--- config.mk ---
export PLATFORM = sky130hd
export DESIGN_NAME = log2_iter_unit
export DESIGN_NICKNAME = d
export VERILOG_FILES = /design/src/rtl/log2_pkg.sv /design/src/rtl/log2_scale_step.sv /design/src/rtl/log2_pack.sv /design/src/rtl/log2_iter_unit.sv
export SDC_FILE = /design/constraint.sdc
export NUM_CORES = 1
export LEC_CHECK = 0
export ABC_CLOCK_PERIOD_IN_PS = 21000
export BUFFER_PORTS_ARGS = -buffer_cell sky130_fd_sc_hd__buf_2
export CAP_MARGIN = 20
export CORE_AREA = 2 2 151 153
export DETAILED_ROUTE_END_ITERATION = 6
export DIE_AREA = 0 0 153 155
export PLACE_DENSITY = 0.75
export REMOVE_ABC_BUFFERS = 1
export SYNTH_ARGS = -nofsm -noshare
export SYNTH_HDL_FRONTEND = slang
export SYNTH_HIERARCHICAL = 1
export SYNTH_SLANG_ARGS = --single-unit
--- constraint.sdc ---
create_clock -name clk_i -period 21 [get_ports clk_i]
set_input_delay 1.05 -clock clk_i [delete_from_list [all_inputs] [get_ports clk_i]]
set_output_delay 1.05 -clock clk_i [all_outputs]
set_load 0.05 [all_outputs]
--- src/rtl/log2_pkg.sv ---
package log2_pkg;
  localparam int MW   = 16;           // mantissa width
  localparam int EW   = 7;            // exponent width
  localparam int FW   = 1 + EW + MW;  // float width
  localparam int AW   = MW + 1;       // fraction accumulator width
  localparam int KW   = 4;            // step index width
  localparam int KMIN = 2;
  localparam int KMAX = 12;

  localparam logic [FW-1:0] CPLX_MARK = {1'b1, {EW{1'b1}}, {MW{1'b0}}};

  typedef enum logic {ST_IDLE, ST_RUN} state_e;

  function automatic logic [MW-1:0] step_thr(input logic [KW-1:0] k);
    case (k)
      4'd2:    step_thr = 16'hAAAA;
      4'd3:    step_thr = 16'h9249;
      4'd4:    step_thr = 16'h8888;
      4'd5:    step_thr = 16'h8421;
      4'd6:    step_thr = 16'h8208;
      4'd7:    step_thr = 16'h8102;
      default: step_thr = 16'h8000 + (16'h8000 >> k);
    endcase
  endfunction

  function automatic logic [MW-1:0] step_cst(input logic [KW-1:0] k);
    case (k)
      4'd2:    step_cst = 16'd27200;
      4'd3:    step_cst = 16'd12625;
      4'd4:    step_cst = 16'd6102;
      4'd5:    step_cst = 16'd3002;
      4'd6:    step_cst = 16'd1489;
      4'd7:    step_cst = 16'd742;
      4'd8:    step_cst = 16'd370;
      4'd9:    step_cst = 16'd185;
      4'd10:   step_cst = 16'd92;
      4'd11:   step_cst = 16'd46;
      4'd12:   step_cst = 16'd23;
      default: step_cst = 16'd0;
    endcase
  endfunction
endpackage

--- src/rtl/log2_scale_step.sv ---
module log2_scale_step
  import log2_pkg::*;
(
  input  logic [MW-1:0] mant_i,
  input  logic [KW-1:0] k_i,
  output logic          ge_o,
  output logic [MW-1:0] mant_o,
  output logic [MW-1:0] cst_o
);
  localparam int PW = MW + KMAX;

  logic [PW-1:0] prod;

  // prod = m * (2^k - 1)
  assign prod   = (PW'(mant_i) << k_i) - PW'(mant_i);
  assign ge_o   = mant_i >= step_thr(k_i);
  assign mant_o = MW'((prod >> k_i) + PW'(prod[k_i - 4'd1]));
  assign cst_o  = step_cst(k_i);
endmodule

--- src/rtl/log2_pack.sv ---
module log2_pack
  import log2_pkg::*;
(
  input  logic [EW-1:0] exp_i,
  input  logic [AW-1:0] acc_i,
  output logic [FW-1:0] res_o
);
  localparam int VW = EW + MW + 2;

  logic signed [VW-1:0] val;
  logic [VW-1:0]        mag;
  logic [MW-1:0]        mant;
  logic [EW-1:0]        ex;
  int                   lead;

  always_comb begin
    val = $signed({{2{exp_i[EW-1]}}, exp_i, {MW{1'b0}}})
        + $signed({{(VW-AW){1'b0}}, acc_i});
    mag = val[VW-1] ? VW'(-val) : VW'(val);
    lead = 0;
    for (int i = 0; i < VW; i++) if (mag[i]) lead = i;
    if (lead >= MW - 1) mant = MW'(mag >> (lead - (MW - 1)));
    else                mant = MW'(mag << ((MW - 1) - lead));
    ex    = EW'(lead - MW);
    res_o = (mag == '0) ? '0 : {val[VW-1], ex, mant};
  end
endmodule

--- src/rtl/log2_iter_unit.sv ---
module log2_iter_unit
  import log2_pkg::*;
(
  input  logic          clk_i,
  input  logic          rst_ni,
  input  logic          start_i,
  input  logic [23:0]   op_i,
  output logic          done_o,
  output logic [23:0]   res_o,
  output logic          cplx_o
);
  state_e        state_q;
  logic [MW-1:0] m_q;
  logic [EW-1:0] e_q;
  logic [AW-1:0] acc_q;
  logic [KW-1:0] k_q;
  logic [FW-1:0] res_q;
  logic          cplx_q, done_q;

  logic          ge;
  logic [MW-1:0] m_nxt, cst;
  logic [FW-1:0] packed_res;

  log2_scale_step u_step (
    .mant_i (m_q),
    .k_i    (k_q),
    .ge_o   (ge),
    .mant_o (m_nxt),
    .cst_o  (cst)
  );

  log2_pack u_pack (
    .exp_i (e_q),
    .acc_i (acc_q),
    .res_o (packed_res)
  );

  always_ff @(posedge clk_i or negedge rst_ni) begin
    if (!rst_ni) begin
      state_q <= ST_IDLE;
      m_q     <= '0;
      e_q     <= '0;
      acc_q   <= '0;
      k_q     <= KW'(KMIN);
      res_q   <= '0;
      cplx_q  <= 1'b0;
      done_q  <= 1'b0;
    end else begin
      done_q <= 1'b0;
      unique case (state_q)
        ST_IDLE: if (start_i) begin
          if (op_i[FW-1]) begin
            res_q  <= CPLX_MARK;
            cplx_q <= 1'b1;
            done_q <= 1'b1;
          end else begin
            m_q     <= op_i[MW-1:0];
            e_q     <= op_i[FW-2:MW];
            acc_q   <= '0;
            k_q     <= KW'(KMIN);
            state_q <= ST_RUN;
          end
        end
        ST_RUN: begin
          if (ge) begin
            m_q   <= m_nxt;
            acc_q <= acc_q + AW'(cst);
          end else if (k_q == KW'(KMAX)) begin
            res_q   <= packed_res;
            cplx_q  <= 1'b0;
            done_q  <= 1'b1;
            state_q <= ST_IDLE;
          end else begin
            k_q <= k_q + 1'b1;
          end
        end
        default: state_q <= ST_IDLE;
      endcase
    end
  end

  assign done_o = done_q;
  assign res_o  = res_q;
  assign cplx_o = cplx_q;
endmodule

==> metrics.md <==
| Metric | Value |
|---|---|
| Fin crit period | 7.88 ns |
| # DRC | 0 |
| Nets@finish | 1790 |
| Fraction of layout cells with a size suffix above 1 | 0.119 |
| Post-DP HPWL | 34.5 mm |
| Total number of vias | 14100 |
| Grt ovf | 0 |
| Mapped Cells | 1724 |
| Clk Latency, worst-skew pair | 0.35 ns |
| First-pass GRT wire length | 72.2 mm |
| Max_slew headroom | 0.297 |
| Antenna cells | 0 |
| Layout Skew | 0.00981 ns |
| Final setup viols | 0 |
| Worst Setup End Kind | flop |
| Prevailing post-synth register cell | dfrtp_1 |
| Num rows | 55 |
| Number of global-route vias before repair | 13200 |
| Fin. Hold Viols | 0 |
| Worst Tran Pin Value | 1.05 ns |
| Initial antenna violation count | 0 |
| DR pass1 iterations | 6 |
| RSZ-0062 raised after global routing | false |
| Yosys reg bits | 71 |
| Max Freq | 0.127 GHz |
| Final WL | 45.9 mm |
| CP Launch Type | flop |
| Max-cap violations | 0 |
| Distinct cells, synth | 112 |
| Crit-path max FO | 43 |
| Synthesized area per cell | 7.44 µm² |
| Slew Limit Fails | 0 |
| Final ANT Viol Nets | 0 |
| Status | completed |
| Clock Pin Slew Worst Setup and Hold Paths | 0.07 ns |
| HP Class | flop to flop |
| Die height | 155 µm |
| Required time worst endpoint | 21.24 ns |
| Initial core utilization | 0.577 |
| Final non-filler cell area | 0.0133 mm² |
| Post-CTS setup buffers | 0 |
| Setup TNS | 0 ns |
| Crit share post-route | 0.375 |
| DRT iter0 DRCs | 1703 |
| Die footprint | 0.0237 mm² |
| CTS tree | yes |
| # clock sinks | 71 |
| Post-synth EDFFs | 0 |
| Area Growth Syn to Fin | 3.87% |
| Hold_buf cts | 0 |
| I/O Buffers | 52 |
| Htree depth | 3 |
| Die X-Extent | 153 µm |
| DR vias/cell | 7.15 |
| GRT Resource Usage Total | 0.375 |
| Most frequent cells in the layout | 226 x nand2_1, 130 x nor2_1, 116 x o21ai_0, 92 x a21oi_1, 74 x ha_1 |
| Placer congestion estimate | 1.04 |
| CTS Buffer Depth | 2 |
| Critical Path AT | 8.12 ns |
| Area share of the largest cell type after synthesis | 0.137 |
| Placed cell areas | 0.0130 mm² |
| Drt wl/cell | 23.2 µm |
| Core Area | 0.0222 mm² |
| CTS Buf Count | 9 |
| I/O pin count | 53 |
| Asr flop ratio synth | 1.00 |
| Largest net degree at the start of global routing | 75 |
| Root buffer cell | clkbuf_16 |
| CP Class | flop to flop |
| Sequential cell area fraction in the yosys report | 0.139 |
| Cts repair resizes | 0 |
| Top cells by area, synth | dfrtp_1 14%, ha_1 7.2%, nand2_1 6.6% |
| Final core occ | 0.600 |
| Commonest non-fill, non-tap cell in the layout | nand2_1 |
| Cell Area, Synth | 0.0128 mm² |
| Warnings from Yosys | 6 |
| Yosys top cell by area | dfrtp_1 |
[cells in the mapped netlist, types with 17 or more instances]
library cell	count
buf_2	27
and2_1	19
clkbuf_1	59
xnor2_1	43
dfrtp_1	70
o21ai_0	116
and3_1	20
mux2i_1	68
nand4_1	19
inv_1	59
a211oi_1	20
xor2_1	25
mux2_2	21
nor4_1	19
o21a_1	21
mux4_2	23
nor3_1	46
a21o_1	24
a31oi_1	23
nand3_1	52
a21oi_1	92
nand2_1	226
o21ai_1	17
or3_1	18
o31ai_1	17
o211ai_1	35
nor2_1	131
ha_1	74
[per-stage QoR]
| stage | instances | worst slack, ns | hold WS (ns) |
|---|---|---|---|
| floorplan | 1609 | 13.00 | 0.457 |
| global placement | 1961 | 13.64 | 0.456 |
| detailed placement | 1961 | 13.39 | 0.461 |
| CTS | 1977 | 13.41 | 0.477 |
| global route | 1977 | 12.70 | 0.497 |
| finish | 1977 | 13.12 | 0.474 |
[logic make-up (layout without fill, tap and decap cells)]
kind of cell / Yosys count / in the layout / synth area share
AOI/OAI and AO/OA: 570 / 570 / 0.313
xor gates and xnor gates: 70 / 70 / 0.0507
adders and majority gates: 76 / 76 / 0.0753
buffers and inverters: 181 / 149 / 0.0616
DFF: 71 / 71 / 0.139
muxes: 117 / 117 / 0.117
other: 1 / 1 / 0.000292
and+or+nand+nor: 638 / 638 / 0.243
[area by class of cell]
type / count / area (µm²)
Timing Repair Buffer: 67 / 375
Clock buffer: 9 / 225
Tap cell: 285 / 357
Inverter: 66 / 253
Fill cell: 2151 / 8900
Clock inverter: 7 / 62.6
Multi-Input combinational cell: 1472 / 10300
Sequential cell: 71 / 1780
[per-layer routing]
layer | share of wire | vias up | GRT usage
met5 | 0 | - | 0
met4 | 0.060 | 0 | 0.205
met3 | 0.083 | 205 | 0.0490
met2 | 0.47 | 867 | 0.627
met1 | 0.39 | 6612 | 0.471
li1 | - | 6449 | -
[flip-flops by register name, indices dropped and copies added, names as in the netlist]
name,flops
res_o,24
acc_q,17
m_q,16
e_q,7
k_q,4
cplx_o,1
done_o,1
state_q,1
[worst paths after layout]
path | from | end | slack [ns] | cells after the start
min reg2reg | cplx_o | cplx_o | 0.47 | 1
max in group asynchronous | rst_ni | k_q[3] | 19.51 | 1
max | k_q[1] | m_q[14] | 13.12 | 20
min | cplx_o | cplx_o | 0.47 | 1
max reg2reg | k_q[1] | m_q[14] | 13.12 | 20
min in group asynchronous | rst_ni | res_o[2] | 0.80 | 1
[worst max-delay path, cell delays in order, from the launching register on]
cell and delay [ns]:
dfstp_2 1.06, buf_4 0.56, mux2i_1 0.19, mux2i_1 0.75
mux2i_1 0.17, o22ai_1 0.20, ha_1 0.42, a21oi_2 0.17
o211ai_1 0.50, a31oi_1 0.21, a21oi_1 0.87, nor4_1 0.20
xnor2_1 0.49, o32ai_1 0.18, or4_1 0.54, o32a_1 0.24
a311oi_2 0.35, nand4b_1 0.18, xor2_1 0.18, a22oi_1 0.19
nand2_1 0.07
Power is not shown: default switching activity piles up to over one toggle a cycle in this logic, so the estimate is an artifact.
